File: config.mk
export PLATFORM = sky130hd
export DESIGN_NAME = dp_flag_alu
export DESIGN_NICKNAME = d
export VERILOG_FILES = /design/src/rtl/dp_alu_pkg.sv /design/src/rtl/dp_decode.sv /design/src/rtl/dp_adder.sv /design/src/rtl/dp_logic_unit.sv /design/src/rtl/dp_flag_gen.sv /design/src/rtl/dp_flag_alu.sv
export SDC_FILE = /design/constraint.sdc
export NUM_CORES = 1
export LEC_CHECK = 0
export BUFFER_PORTS_ARGS = -buffer_cell sky130_fd_sc_hd__buf_2
export CORE_ASPECT_RATIO = 0.75
export CORE_UTILIZATION = 30
export DETAILED_ROUTE_END_ITERATION = 16
export SETUP_SLACK_MARGIN = 0.05
export SLEW_MARGIN = 20
export SYNTH_ARGS = -nofsm -noshare
export SYNTH_HDL_FRONTEND = slang
export SYNTH_SLANG_ARGS = --single-unit
File: constraint.sdc
create_clock -name clk -period 9 [get_ports clk]
set_clock_uncertainty 0.15 [all_clocks]
set_input_delay 1.8 -clock clk [delete_from_list [all_inputs] [get_ports clk]]
set_output_delay 1.8 -clock clk [all_outputs]
set_load 0.02 [all_outputs]
File: src/rtl/dp_alu_pkg.sv
package dp_alu_pkg;

    localparam int DP_W      = 32;
    localparam int FLAG_W    = 4;

    typedef enum logic [3:0] {
        OP_AND = 4'h0,
        OP_EOR = 4'h1,
        OP_SUB = 4'h2,
        OP_RSB = 4'h3,
        OP_ADD = 4'h4,
        OP_ADC = 4'h5,
        OP_SBC = 4'h6,
        OP_RSC = 4'h7,
        OP_TST = 4'h8,
        OP_TEQ = 4'h9,
        OP_CMP = 4'hA,
        OP_CMN = 4'hB,
        OP_ORR = 4'hC,
        OP_MOV = 4'hD,
        OP_BIC = 4'hE,
        OP_MVN = 4'hF
    } dp_op_e;

    typedef struct packed {
        logic n;
        logic z;
        logic c;
        logic v;
    } dp_flags_t;

    // How the shared adder is fed for one opcode
    typedef enum logic [1:0] {
        CIN_ZERO  = 2'd0,
        CIN_ONE   = 2'd1,
        CIN_CARRY = 2'd2
    } dp_cin_e;

    typedef struct packed {
        logic    is_logic;
        logic    is_compare;
        logic    swap_ops;
        logic    invert_y;
        dp_cin_e cin_mode;
    } dp_ctrl_t;

endpackage

File: src/rtl/dp_decode.sv
module dp_decode
    import dp_alu_pkg::*;
(
    input  logic [3:0] opcode,
    output dp_ctrl_t   ctrl
);

    dp_op_e op;
    assign op = dp_op_e'(opcode);

    always_comb begin
        ctrl            = '0;
        ctrl.is_compare = (opcode[3:2] == 2'b10);
        unique case (op)
            OP_AND, OP_EOR, OP_TST, OP_TEQ,
            OP_ORR, OP_MOV, OP_BIC, OP_MVN: begin
                ctrl.is_logic = 1'b1;
            end
            OP_SUB, OP_CMP: begin
                ctrl.invert_y = 1'b1;
                ctrl.cin_mode = CIN_ONE;
            end
            OP_RSB: begin
                ctrl.swap_ops = 1'b1;
                ctrl.invert_y = 1'b1;
                ctrl.cin_mode = CIN_ONE;
            end
            OP_ADD, OP_CMN: begin
                ctrl.cin_mode = CIN_ZERO;
            end
            OP_ADC: begin
                ctrl.cin_mode = CIN_CARRY;
            end
            OP_SBC: begin
                ctrl.invert_y = 1'b1;
                ctrl.cin_mode = CIN_CARRY;
            end
            OP_RSC: begin
                ctrl.swap_ops = 1'b1;
                ctrl.invert_y = 1'b1;
                ctrl.cin_mode = CIN_CARRY;
            end
            default: ctrl = '0;
        endcase
    end

endmodule

File: src/rtl/dp_adder.sv
module dp_adder #(
    parameter int WIDTH = 32
) (
    input  logic [WIDTH-1:0] x,
    input  logic [WIDTH-1:0] y,
    input  logic             cin,
    output logic [WIDTH-1:0] sum,
    output logic             cout,
    output logic             ovf
);

    localparam int MSB = WIDTH - 1;

    logic [WIDTH:0] full;

    always_comb begin
        full = {1'b0, x} + {1'b0, y} + {{WIDTH{1'b0}}, cin};
        sum  = full[MSB:0];
        cout = full[WIDTH];
        // operands of equal sign producing a result of the other sign
        ovf  = (x[MSB] == y[MSB]) && (sum[MSB] != x[MSB]);
    end

endmodule

File: src/rtl/dp_logic_unit.sv
module dp_logic_unit
    import dp_alu_pkg::*;
#(
    parameter int WIDTH = 32
) (
    input  logic [WIDTH-1:0] a,
    input  logic [WIDTH-1:0] b,
    input  logic [3:0]       opcode,
    output logic [WIDTH-1:0] y
);

    always_comb begin
        unique case (dp_op_e'(opcode))
            OP_AND, OP_TST: y = a & b;
            OP_EOR, OP_TEQ: y = a ^ b;
            OP_ORR:         y = a | b;
            OP_MOV:         y = b;
            OP_BIC:         y = a & ~b;
            OP_MVN:         y = ~b;
            default:        y = '0;
        endcase
    end

endmodule

File: src/rtl/dp_flag_gen.sv
module dp_flag_gen
    import dp_alu_pkg::*;
#(
    parameter int WIDTH = 32
) (
    input  logic [WIDTH-1:0] value,
    input  logic             is_logic,
    input  logic             set_flags,
    input  logic             shift_carry,
    input  logic             add_carry,
    input  logic             add_ovf,
    input  dp_flags_t        cur,
    output dp_flags_t        nxt
);

    always_comb begin
        nxt = cur;
        if (set_flags) begin
            nxt.n = value[WIDTH-1];
            nxt.z = (value == '0);
            if (is_logic) begin
                nxt.c = shift_carry;
            end else begin
                nxt.c = add_carry;
                nxt.v = add_ovf;
            end
        end
    end

endmodule

File: src/rtl/dp_flag_alu.sv
module dp_flag_alu
    import dp_alu_pkg::*;
#(
    parameter int WIDTH = DP_W
) (
    input  logic              clk,
    input  logic              rst_n,
    input  logic [WIDTH-1:0]  op_a,
    input  logic [WIDTH-1:0]  op_b,
    input  logic              shift_carry,
    input  logic [3:0]        opcode,
    input  logic              set_flags,
    input  logic              dest_is_pc,
    input  logic [FLAG_W-1:0] flags_in,
    output logic [WIDTH-1:0]  result,
    output logic              result_we,
    output logic [FLAG_W-1:0] flags_out,
    output logic              mode_restore,
    output logic              illegal_op
);

    typedef struct packed {
        logic [WIDTH-1:0] res;
        logic             we;
        dp_flags_t        flags;
        logic             restore;
        logic             illegal;
    } stage_t;

    dp_ctrl_t         ctrl;
    dp_flags_t        cur_flags;
    dp_flags_t        nxt_flags;
    logic [WIDTH-1:0] add_x;
    logic [WIDTH-1:0] add_y;
    logic             add_cin;
    logic [WIDTH-1:0] add_sum;
    logic             add_cout;
    logic             add_ovf;
    logic [WIDTH-1:0] logic_res;
    logic [WIDTH-1:0] sel_res;
    stage_t           stage_d;
    stage_t           stage_q;

    assign cur_flags = dp_flags_t'(flags_in);

    dp_decode u_decode (
        .opcode (opcode),
        .ctrl   (ctrl)
    );

    // operand steering for the single shared adder
    always_comb begin
        add_x = ctrl.swap_ops ? op_b : op_a;
        add_y = ctrl.swap_ops ? op_a : op_b;
        if (ctrl.invert_y) begin
            add_y = ~add_y;
        end
        unique case (ctrl.cin_mode)
            CIN_ONE:   add_cin = 1'b1;
            CIN_CARRY: add_cin = cur_flags.c;
            default:   add_cin = 1'b0;
        endcase
    end

    dp_adder #(.WIDTH(WIDTH)) u_adder (
        .x    (add_x),
        .y    (add_y),
        .cin  (add_cin),
        .sum  (add_sum),
        .cout (add_cout),
        .ovf  (add_ovf)
    );

    dp_logic_unit #(.WIDTH(WIDTH)) u_logic (
        .a      (op_a),
        .b      (op_b),
        .opcode (opcode),
        .y      (logic_res)
    );

    assign sel_res = ctrl.is_logic ? logic_res : add_sum;

    dp_flag_gen #(.WIDTH(WIDTH)) u_flags (
        .value       (sel_res),
        .is_logic    (ctrl.is_logic),
        .set_flags   (set_flags),
        .shift_carry (shift_carry),
        .add_carry   (add_cout),
        .add_ovf     (add_ovf),
        .cur         (cur_flags),
        .nxt         (nxt_flags)
    );

    always_comb begin
        stage_d         = '0;
        stage_d.res     = sel_res;
        stage_d.we      = !ctrl.is_compare;
        stage_d.flags   = nxt_flags;
        stage_d.restore = dest_is_pc && set_flags;
        stage_d.illegal = ctrl.is_compare && !set_flags;
    end

    always_ff @(posedge clk) begin
        if (!rst_n) begin
            stage_q <= '0;
        end else begin
            stage_q <= stage_d;
        end
    end

    assign result       = stage_q.res;
    assign result_we    = stage_q.we;
    assign flags_out    = stage_q.flags;
    assign mode_restore = stage_q.restore;
    assign illegal_op   = stage_q.illegal;

endmodule

==> Yosys cells after proc, flatten, opt, wreduce, memory -nomap -nowiden <==
Index checks and enable logic that the tools add are counted.
{ "op_classes": {"n_reduce_logical": 14, "eq_ne": 18, "n_addsub": 2, "mux": 13, "bitwise": 6} }
{ "ops": {"columns": ["operator", "n"], "rows": [
  ["32-bit one-hot mux with 6 select lines", 1],
  ["32-bit 2-to-1 mux", 4],
  ["32-bit bitwise AND", 2],
  ["32-bit inverter", 2],
  ["32-bit by 32-bit adder with 33-bit output", 1],
  ["33-bit by 1-bit adder with 33-bit output", 1],
  ["32-bit logical NOT", 1],
  ["32-bit bitwise OR", 1],
  ["32-bit XOR", 1],
  ["4-bit == test (second input constant)", 7],
  ["4-bit by 3-bit == test with 1-bit output (second input constant)", 3],
  ["4-bit by 2-bit == test with 1-bit output (second input constant)", 2],
  ["8-bit OR reduction", 1],
  ["2-bit OR reduction", 3],
  ["3-bit OR reduction", 2],
  ["1-bit 2-to-1 mux", 5],
  ["5-bit OR reduction", 1],
  ["2-bit == test (second input constant)", 2],
  ["4-bit by 1-bit == test with 1-bit output (second input constant)", 1],
  ["4-bit logical NOT", 1],
  ["4-bit 2-to-1 mux", 1],
  ["2-bit one-hot mux with 2 select lines", 1],
  ["1-bit logical AND", 3],
  ["2-bit by 1-bit == test with 1-bit output (second input constant)", 1],
  ["4 further kinds", 5]
]} }
{ "totals": {"out_inout_bits": 39, "regBits": 39} }

==> Longest topological paths before layout <==
Gate-level depths: netlist of run 1.
{ "logic_depth": {"depth_word": 12, "depth_mapped": 25, "ltp_nobuf": 20} }

==> Hierarchy <==
From an unflattened synthesis of run 1, not the netlist that was laid out.
{ "hier_totals": {"hier_cells": 783, "hier_area_um2": 7109.3} }
{ "by_module_without_submodules": {"columns": ["module", "area_each_um2", "cells_each", "instances", "seq_area_each_um2"], "rows": [
  ["dp_flag_alu", 2698.8, 231, 1, 780.7],
  ["dp_logic_unit", 2519.9, 294, 1, 0.0],
  ["dp_adder", 1686.6, 228, 1, 0.0],
  ["dp_flag_gen", 147.6, 19, 1, 0.0],
  ["dp_decode", 56.3, 11, 1, 0.0]
]} }

==> Worst setup path before layout of run 1 <==
No wires, ideal clock.
{ "synth_path": {"kind": "in2reg", "from": "in opcode[1]", "to": "reg stage_q, in the netlist flags_out[2]", "required_time_ns": 8.766, "arrival_ns": 6.847, "path_stages": 23, "slack_ns": 1.919, "path_buffers": 6, "setup_ns": 0.084, "path_cell_list": "clkbuf_2 buf_2 buf_2 buf_2 buf_2 buf_2 nand3_1 ha_1 or2_2 fa_1 fa_1 nand2b_1 a21o_1 a2111oi_4 nor3_2 o31ai_4 xnor2_1 a221oi_1 nand4_1 nor4_1 and4b_1 nand4_1 o31ai_2"} }
{ "synth_between": {"elab_chain_cells": 11, "word_cells_on_any_way": 38} }
{ "synth_rtl": {"columns": ["element", "line", "rtl"], "rows": [
  ["start: declaration", "dp_flag_alu.sv:11", "input logic [3:0] opcode,"],
  ["4-bit by 2-bit == test with 1-bit output or 4-bit by 3-bit == test with 1-bit output (tied branches)", "dp_decode.sv:14", "unique case (op)"],
  ["2-bit OR reduction (no source line)", null, null],
  ["1-bit 2-to-1 mux", "dp_decode.sv:14", null],
  ["32-bit 2-to-1 mux", "dp_flag_alu.sv:54", "add_y = ctrl.swap_ops ? op_a : op_b;"],
  ["32-bit inverter", "dp_flag_alu.sv:56", "add_y = ~add_y;"],
  ["32-bit 2-to-1 mux", "dp_flag_alu.sv:55", "if (ctrl.invert_y) begin"],
  ["32-bit by 32-bit adder with 33-bit output", "dp_adder.sv:17", "full = {1'b0, x} + {1'b0, y} + {{WIDTH{1'b0}}, cin};"],
  ["33-bit by 1-bit adder with 33-bit output", "dp_adder.sv:17", null],
  ["32-bit 2-to-1 mux (*)", "dp_flag_alu.sv:81", "assign sel_res = ctrl.is_logic ? logic_res : add_sum;"],
  ["32-bit logical NOT (*)", "dp_flag_gen.sv:20", "nxt.z = (value == '0);"],
  ["4-bit 2-to-1 mux (*)", "dp_flag_gen.sv:18", "if (set_flags) begin"],
  ["end signal: assignment", "dp_flag_alu.sv:107", "stage_q <= stage_d;"],
  ["end: declaration", "dp_flag_alu.sv:42", "stage_t stage_q;"]
]} }
Mark *: on every way between the ends. The rest lies on a longest branch, timed or not.
A chain may end at the register's enable or synchronous reset.

==> Final worst setup path of run 1 <==
{ "layout_path": {"from": "in opcode[0]", "to": "reg stage_q, in the netlist flags_out[2]"} }
The elaborated chain is that of the path after synthesis.

==> Flow_metrics.wiki, run 1 <==
{| class="wikitable"
! Metric !! Value
|-
| Result of the run || finished clean
|-
| Power share of the combinational group || 61.8%
|-
| Highest clock frequency the design can meet || 147 MHz
|-
| Number of iterations in the first detailed-routing pass || 6
|-
| TNS Setup || 0 ns
|-
| Total area of multi-input combinational cells || 0.00504 mm^2
|-
| Cell with the most instances after synthesis || nand2_1
|-
| Worst rel slew slack || 44.4%
|-
| Standard cell with the maximum stage delay on the critical path || buf_2
|-
| Hold-critical path endpoint || mode_restore
|-
| Setup repair after global routing missed its margin || false
|-
| Fraction of registers with async set/reset || 0%
|-
| Hold buffer count at cts || 0
|-
| Hold wc startpoint || dest_is_pc
|-
| Longest individual stage delay on the worst path || 0.50 ns
|-
| Count of placed standard cells in the final layout, fillers left out || 1288
|-
| Post-synthesis share of cell area spent on xor and xnor gates || 9.38%
|-
| Io pins || 116
|-
| Via count of the first global-routing pass || 6497
|-
| Class of the most critical hold timing path || in -> reg
|-
| Data required, critical path || 9.06 ns
|-
| Worst setup margin || 2.19 ns
|-
| WS Path Type || in -> reg
|-
| Category of the worst setup path launch point || input pin
|-
| Area growth syn-to-layout || 14.5%
|-
| Adder-cell area share of the yosys netlist || 13.4%
|-
| Proportion of layout cells with a drive suffix above 1 || 16.6%
|-
| Final core utilization || 35.5%
|-
| Number of standard cells after synthesis || 925
|-
| Root Driver || clkbuf_16
|-
| Cell row count || 45
|-
| Cell area after layout || 0.00727 mm^2
|-
| Total routing usage reported by global routing || 20.5%
|-
| Global-route wire length before repair || 35300 um
|-
| Detail-routed via count per cell || 5.40
|-
| Critical path, cell by cell || buf_2 -> nor2_1 -> o21ai_4 -> xnor2_1 -> fa_1 -> fa_1 -> nand2b_1 -> a21o_1 -> a2111oi_4 -> nor3_2 -> xor2_1 -> o2111ai_1 -> nor3b_1 -> nand4_1 -> nor4_1 -> and4b_1 -> nand4_1 -> o31ai_2
|-
| Post_cts resized || 0
|-
| Bufs on Longest Clock Path || 2
|-
| Switching power total || 0.460 mW
|-
| Clock H-tree levels || 2
|-
| Die height || 128 um
|-
| Number of instances in the placed design || 1279
|-
| Total power divided by cell area || 137 mW/mm^2
|-
| Per-cell routed wire length || 17.1 um
|-
| Switching power share of the total || 46.3%
|-
| Worst setup slack after placement || 1.99 ns
|-
| Post-detailed-placement half-perimeter wirelength || 16800 um
|-
| Pin count of the biggest net entering global routing || 61
|-
| Combinational family with the most area after synthesis || compound AO/OA/AOI/OAI gates
|-
| Multiplexer fraction of the synthesized cell area || 0.966%
|-
| Clock buffers created by TritonCTS || 5
|-
| Number of DRC violations after detailed-routing iteration 0 || 544
|-
| Post-route worst hold slack || 1.60 ns
|-
| Cell types occupying the most area after synthesis || ha_1 (13%), dfxtp_1 (12%), a21oi_1 (8.1%)
|-
| CTS tree || done
|-
| Commonest register cell after synthesis || dfxtp_1
|-
| Clock slew at the register clock pins of the worst setup and hold paths || 0.06 ns
|-
| Overflow after GRT || 0
|-
| Hold path cells || 2
|-
| Post-route total power || 0.995 mW
|-
| Routed via count || 6952
|-
| Final-report hold violation count || 0
|-
| Gate family responsible for the most delay along the worst path || simple AND/OR/NAND/NOR gates
|-
| Antenna violations before repair || 1
|-
| Placed inst area || 0.00713 mm^2
|-
| Part of the total power dissipated in the clock network || 17.5%
|-
| Synth warnings || 0
|-
| Post-synth top area cell || ha_1
|-
| Most used standard cells in the synthesized netlist || nand2_1 (106), a21oi_1 (103), nor2_1 (80)
|-
| CTS sink count || 39
|-
| Routed wire length || 22000 um
|-
| Share of power burned in registers || 20.7%
|-
| Area share of the largest cell type after synthesis || 12.8%
|-
| Routability Congestion || 0.964
|-
| Syn nets || 1069
|-
| DRC violation count after routing || 0
|-
| Count of buffers inserted at the top-level ports || 115
|-
| Max-slew violation total from the final report || 0
|-
| Simple-gate portion of the synthesized area || 22.2%
|-
| Total of fill cells in the finished design || 2265
|-
| Total buffers and inverters traversed by the critical path || 1
|-
| Complex-gate fraction of the synthesized area || 32.9%
|-
| Reported leakage power || 3.38 nW
|-
| Peak supply drop || 64.1 uV
|-
| Register Area || 781 um^2
|-
| Die width || 170 um
|-
| Overall die area || 0.0218 mm^2
|-
| Total of flip-flops plus latches after synthesis || 39
|-
| Total standard cell area after synthesis || 0.00635 mm^2
|-
| Final number of setup-violating endpoints || 0
|-
| Data arrival, critical path || 6.87 ns
|-
| Antenna violation net count after detailed routing || 0
|-
| Final net count || 1148
|-
| Post-CTS Setup Inserts || 0
|-
| Distinct cell type count after synthesis || 91
|-
| Effective utilization at floorplan || 31.0%
|-
| Shortest clock period the worst path allows after layout || 6.81 ns
|-
| Core ar. || 0.0205 mm^2
|-
| Number of enable-type register cells in the synthesized netlist || 0
|-
| Avg Synthesized Cell Area || 6.86 um^2
|-
| Max Cap Viol || 0
|-
| Cell internal pwr || 0.534 mW
|-
| Fin crit share || 75.7%
|-
| Max FO, Critical Path || 31
|-
| Actual transition at the worst max-transition pin || 0.832 ns
|-
| Sequential fraction of the synthesis area || 12.3%
|-
| Kind of capture point of the worst setup path || flip-flop
|}
[sequential cells by signal (all words and copies together) (netlist names)]
register / count
result_we: 1
mode_restore: 1
result: 32
illegal_op: 1
flags_out: 4
[logic make-up (layout without fill, tap and decap cells)]
family / after synthesis / count (layout)
AND/OR/NAND/NOR: 297 / 297
adder cells (fa/ha/maj): 67 / 67
multiplexers: 6 / 6
flip-flops: 39 / 39
other: 0 / 1
AO/OA/AOI/OAI: 314 / 314
XOR/XNOR: 68 / 68
buffers and inverters: 134 / 214
[worst max path at each step]
stage,start,end,cells after the start
final,opcode[0],flags_out[2],18
after global routing,opcode[0],flags_out[2],19
after CTS,opcode[0],flags_out[2],18
after detailed placement,opcode[0],flags_out[2],18
after global placement,opcode[0],flags_out[2],19
after floorplan,opcode[1],flags_out[2],23
[power by group through the flow]
| stage | Sequential [mW] | Clock (mW) | Combinational [mW] |
|---|---|---|---|
| 6_report | 0.205 | 0.174 | 0.615 |
| 5_1_grt | 0.208 | 0.183 | 0.678 |
| 4_1_cts | 0.206 | 0.177 | 0.605 |
| 3_5_place_dp | 0.210 | 0 | 0.600 |
| 3_3_place_gp | 0.210 | 0 | 0.601 |
| 2_1_floorplan | 0.244 | 0 | 0.406 |
[metal layers]
| layer | global-route usage, % | routed length [um] |
|---|---|---|
| met1 | 29.7 | 10300 |
| met2 | 30.2 | 8900 |
| met3 | 4.85 | 2430 |
| met4 | 4.61 | 365 |
| met5 | 0 | 0 |
[cell usage in the layout (no fill, tap or decap), drive strengths merged, types with 4 or more instances in the layout]
| cell | instances |
|---|---|
| a221o | 4 |
| xnor2 | 10 |
| nand2b | 11 |
| o21bai | 4 |
| nor4 | 5 |
| o221ai | 9 |
| a22oi | 7 |
| clkbuf | 7 |
| a211oi | 7 |
| a31oi | 8 |
| o32ai | 5 |
| a21o | 12 |
| buf | 126 |
| o31a | 5 |
| xor2 | 58 |
| and3 | 6 |
| o22ai | 8 |
| dfxtp | 39 |
| nor3 | 12 |
| a221oi | 7 |
| nand3b | 6 |
| ha | 65 |
| inv | 78 |
| o21a | 7 |
| a21oi | 104 |
| and2 | 19 |
| mux2i | 5 |
| o31ai | 9 |
| nand4 | 4 |
| o21ai | 79 |
| nor2 | 81 |
| nand3 | 21 |
| or3 | 8 |
| nand2 | 106 |
| o211ai | 7 |
[layout make-up]
class | instances | area share (%)
clock inverters | 1 | 0.0688
clock buffers | 7 | 1.82
well taps | 282 | 4.85
multi-input cells | 752 | 69.3
inverters | 80 | 4.13
repair buffers | 126 | 9.05
flip-flops and latches | 39 | 10.7
diodes | 1 | 0.0344
No activity file was read; power rests on OpenSTA's default activity.
==> run 2, diff against run 1 <==
==> constraint.sdc (replaced) <==
create_clock -name clk -period 6.38 [get_ports clk]
set_clock_uncertainty 0.15 [all_clocks]
set_input_delay 1.276 -clock clk [delete_from_list [all_inputs] [get_ports clk]]
set_output_delay 1.276 -clock clk [all_outputs]
set_load 0.02 [all_outputs]
==> Flow_metrics.wiki, run 2 (same netlist as run 1, synthesis figures left out) <==
{| class="wikitable"
! Metric !! Value
|-
| Gate family responsible for the most delay along the worst path || simple AND/OR/NAND/NOR gates
|-
| Peak supply drop || 93.7 uV
|-
| Pin count of the biggest net entering global routing || 81
|-
| Post-CTS Setup Inserts || 0
|-
| Count of buffers inserted at the top-level ports || 115
|-
| Bufs on Longest Clock Path || 2
|-
| CTS sink count || 39
|-
| Io pins || 116
|-
| Number of instances in the placed design || 1288
|-
| Final number of setup-violating endpoints || 0
|-
| Post-route worst hold slack || 1.06 ns
|-
| Antenna violation net count after detailed routing || 0
|-
| Total of fill cells in the finished design || 2216
|-
| Post-detailed-placement half-perimeter wirelength || 16600 um
|-
| Longest individual stage delay on the worst path || 0.48 ns
|-
| Total buffers and inverters traversed by the critical path || 1
|-
| Hold buffer count at cts || 0
|-
| Clock slew at the register clock pins of the worst setup and hold paths || 0.05 ns
|-
| Clock buffers created by TritonCTS || 5
|-
| Leading cell type in the layout, fill and taps excluded || buf_2
|-
| Register Area || 781 um^2
|-
| Routed via count || 7047
|-
| Worst setup slack after placement || 0.300 ns
|-
| CTS tree || done
|-
| Reported leakage power || 3.43 nW
|-
| Data arrival, critical path || 5.89 ns
|-
| Root Driver || clkbuf_16
|-
| Proportion of layout cells with a drive suffix above 1 || 17.3%
|-
| Worst rel slew slack || 43.8%
|-
| Max FO, Critical Path || 8
|-
| Core ar. || 0.0205 mm^2
|-
| Count of placed standard cells in the final layout, fillers left out || 1297
|-
| Category of the worst setup path launch point || input pin
|-
| Cell area after layout || 0.00735 mm^2
|-
| Worst setup margin || 0.552 ns
|-
| Antenna violations before repair || 2
|-
| Routed wire length || 21900 um
|-
| DRC violation count after routing || 0
|-
| Final core utilization || 35.9%
|-
| Shortest clock period the worst path allows after layout || 5.83 ns
|-
| Die width || 170 um
|-
| Max-slew violation total from the final report || 0
|-
| Total routing usage reported by global routing || 19.9%
|-
| Area growth syn-to-layout || 15.7%
|-
| Total power divided by cell area || 191 mW/mm^2
|-
| Overall die area || 0.0218 mm^2
|-
| WS Path Type || in -> reg
|-
| Total area of multi-input combinational cells || 0.00504 mm^2
|-
| Via count of the first global-routing pass || 6348
|-
| Max Cap Viol || 0
|-
| Per-cell routed wire length || 16.9 um
|-
| Standard cell with the maximum stage delay on the critical path || fa_1
|-
| Result of the run || finished clean
|-
| Global-route wire length before repair || 34100 um
|-
| Clock H-tree levels || 2
|-
| Die height || 128 um
|-
| Routability Congestion || 0.943
|-
| Number of iterations in the first detailed-routing pass || 5
|-
| Post_cts resized || 0
|-
| Number of DRC violations after detailed-routing iteration 0 || 584
|-
| Final-report hold violation count || 0
|-
| Kind of capture point of the worst setup path || flip-flop
|-
| Cell row count || 45
|-
| Highest clock frequency the design can meet || 172 MHz
|-
| Effective utilization at floorplan || 31.0%
|-
| TNS Setup || 0 ns
|-
| Actual transition at the worst max-transition pin || 0.842 ns
|-
| Fin crit share || 91.3%
|-
| Commonest cells after routing, fill and taps aside || buf_2 (115), nand2_1 (106), a21oi_1 (103), nor2_1 (79)
|-
| Class of the most critical hold timing path || in -> reg
|-
| Detail-routed via count per cell || 5.43
|-
| Max reg flops || 32
|-
| Final net count || 1157
|-
| Critical path, cell by cell || buf_2 -> nand2b_1 -> nor2_1 -> ha_1 -> or2_2 -> fa_1 -> fa_1 -> nand2b_1 -> a21o_1 -> a2111oi_4 -> nor3_2 -> o31ai_4 -> xnor2_1 -> a221oi_1 -> nand4_1 -> nor4_1 -> and4b_1 -> nand4_1 -> o31ai_2
|-
| Overflow after GRT || 0
|-
| Post-route total power || 1.41 mW
|-
| Data required, critical path || 6.44 ns
|-
| Setup repair after global routing missed its margin || false
|-
| Placed inst area || 0.00721 mm^2
|}
run 2: changes by cell type in the layout (fill, tap and decap cells not counted), sizes merged:
cell,delta
buf,+9
run 2: worst paths after layout:
path | depth (start not counted) | startpoint | to
worst min-delay path | 2 | dest_is_pc | mode_restore
worst max-delay path | 19 | opcode[3] | flags_out[2]
run 2: final cells by class:
cell class                 instances  share of cell area, %
antenna                            1                 0.0341
clock buffer                       7                   1.80
clock inverter                     1                 0.0681
inverter                          80                   4.09
multi-input combinational        752                   68.5
sequential                        39                   10.6
tap                              282                   4.80
timing repair buffer             135                   10.0
run 2: metal layers:
| layer | vias to the layer above | GRT usage [%] | wire [um] | share of wire, % |
|---|---|---|---|---|
| met5 | - | 0 | 15 | 0.068 |
| met4 | 2 | 4.35 | 253 | 1.2 |
| met3 | 21 | 4.69 | 1960 | 9.0 |
| met2 | 276 | 29.5 | 8910 | 41 |
| met1 | 3283 | 28.8 | 10800 | 49 |
| li1 | 3465 | - | - | - |
run 2: power breakdown:
part           internal [mW]  total [mW]  switching (mW)
clock network          0.145       0.246           0.101
registers              0.281       0.290         0.00868
logic                  0.335       0.870           0.534
==> run 3, diff against run 2 <==
--- a/config.mk
+++ b/config.mk
@@ -6,9 +6,12 @@
 export NUM_CORES = 1
 export LEC_CHECK = 0
 export BUFFER_PORTS_ARGS = -buffer_cell sky130_fd_sc_hd__buf_2
+export CAP_MARGIN = 30
 export CORE_ASPECT_RATIO = 0.75
+export CORE_MARGIN = 4
 export CORE_UTILIZATION = 30
 export DETAILED_ROUTE_END_ITERATION = 16
+export MAX_ROUTING_LAYER = met4
 export SETUP_SLACK_MARGIN = 0.05
 export SLEW_MARGIN = 20
 export SYNTH_ARGS = -nofsm -noshare
==> Flow_metrics.wiki, run 3 (same netlist as run 1, synthesis figures left out) <==
{| class="wikitable"
! Metric !! Value
|-
| CTS sink count || 39
|-
| Clock slew at the register clock pins of the worst setup and hold paths || 0.05 ns
|-
| Pin count of the biggest net entering global routing || 39
|-
| Hold buffer count at cts || 0
|-
| Root Driver || clkbuf_16
|-
| Post-CTS Setup Inserts || 0
|-
| Core ar. || 0.0205 mm^2
|-
| Class of the most critical hold timing path || in -> reg
|-
| Die width || 176 um
|-
| Proportion of layout cells with a drive suffix above 1 || 17.5%
|-
| Post-route total power || 1.41 mW
|-
| DRC violation count after routing || 0
|-
| Highest clock frequency the design can meet || 169 MHz
|-
| Number of instances in the placed design || 1291
|-
| Max reg flops || 32
|-
| Category of the worst setup path launch point || input pin
|-
| Cell row count || 45
|-
| Result of the run || finished clean
|-
| Bufs on Longest Clock Path || 2
|-
| Total routing usage reported by global routing || 18.9%
|-
| Actual transition at the worst max-transition pin || 0.653 ns
|-
| Count of buffers inserted at the top-level ports || 115
|-
| Number of DRC violations after detailed-routing iteration 0 || 724
|-
| TNS Setup || 0 ns
|-
| Routability Congestion || 0.947
|-
| Reported leakage power || 3.44 nW
|-
| Shortest clock period the worst path allows after layout || 5.92 ns
|-
| Data required, critical path || 6.43 ns
|-
| Effective utilization at floorplan || 31.0%
|-
| Via count of the first global-routing pass || 6285
|-
| Per-cell routed wire length || 17.3 um
|-
| Routed wire length || 22500 um
|-
| Overflow after GRT || 0
|-
| Detail-routed via count per cell || 5.35
|-
| Max-slew violation total from the final report || 0
|-
| Global-route wire length before repair || 34800 um
|-
| Number of iterations in the first detailed-routing pass || 5
|-
| Io pins || 116
|-
| Overall die area || 0.0236 mm^2
|-
| Final number of setup-violating endpoints || 0
|-
| Routed via count || 6959
|-
| Post-route worst hold slack || 1.07 ns
|-
| Setup repair after global routing missed its margin || false
|-
| Total power divided by cell area || 192 mW/mm^2
|-
| Antenna violation net count after detailed routing || 0
|-
| Die height || 134 um
|-
| Clock buffers created by TritonCTS || 5
|-
| Clock H-tree levels || 2
|-
| Final-report hold violation count || 0
|-
| Area growth syn-to-layout || 15.9%
|-
| Peak supply drop || 91.3 uV
|-
| Post-detailed-placement half-perimeter wirelength || 17500 um
|-
| Worst rel slew slack || 56.2%
|-
| Max FO, Critical Path || 8
|-
| Fin crit share || 92.8%
|-
| Max Cap Viol || 0
|-
| Antenna violations before repair || 3
|-
| Count of placed standard cells in the final layout, fillers left out || 1301
|-
| WS Path Type || in -> reg
|-
| Post_cts resized || 0
|-
| Data arrival, critical path || 5.98 ns
|-
| Total of fill cells in the finished design || 2265
|-
| Final net count || 1160
|-
| Kind of capture point of the worst setup path || flip-flop
|-
| Leading cell type in the layout, fill and taps excluded || buf_2
|-
| Commonest cells after routing, fill and taps aside || buf_2 (115), nand2_1 (106), a21oi_1 (103), nor2_1 (79)
|-
| CTS tree || done
|}
-- run 3: cell types whose count changed in the layout (fill, tap and decap cells not counted) --
cell	before	now
buf_12	1	0
buf_4	19	23
diode_2	1	2
-- run 3: area by class of cell --
type,count,area [um^2],share of cell area (%)
Timing Repair Buffer,138,748,10.2
Clock inverter,1,5.00,0.0680
Antenna cell,2,5.00,0.0680
Inverter,80,300,4.08
Sequential cell,39,781,10.6
Clock buffer,7,133,1.80
Multi-Input combinational cell,752,5040,68.4
Tap cell,282,353,4.79
-- run 3: worst paths after layout --
path | endpoint | startpoint | depth (start not counted) | slack (ns)
setup / recovery | flags_out[2] | opcode[3] | 19 | 0.46
hold / removal | mode_restore | dest_is_pc | 2 | 1.07
-- run 3: metrics by stage --
step                cell area [um^2]  setup WS, ns  util (%)
floorplan                       6360        0.0612         -
global placement                7220         0.335      35.2
detailed placement              7220         0.228      35.2
CTS                             7360         0.528      35.9
global route                    7360         0.175      35.9
finish                          7360         0.457      35.9
-- run 3: power by group --
part | switching [mW] | internal, mW | total, mW
clock | 0.105 | 0.145 | 0.250
combinational | 0.535 | 0.334 | 0.869
sequential | 0.00955 | 0.281 | 0.291
total | 0.650 | 0.760 | 1.41
-- run 3: per-layer routing --
layer	GRT usage, %	vias to the layer above	routed length, um
met5	-	-	0
met4	3.51	0	305
met3	3.92	22	1850
met2	27.1	266	9320
met1	27.4	3207	11000
li1	-	3464	-
-- run 3: worst max-delay path, stage by stage --
cell and delay, ns:
buf_2 0.15, nand2b_1 0.18, nor2_1 0.16, ha_1 0.25, or2_2 0.31, fa_1 0.47, fa_1 0.46, nand2b_1 0.20
a21o_1 0.21, a21boi_0 0.20, o31ai_1 0.17, nor2_1 0.12, nor4bb_1 0.47, nor4b_2 0.34, nand4_1 0.15, nor4_1 0.24
and4b_1 0.27, nand4_1 0.13, o31ai_2 0.21
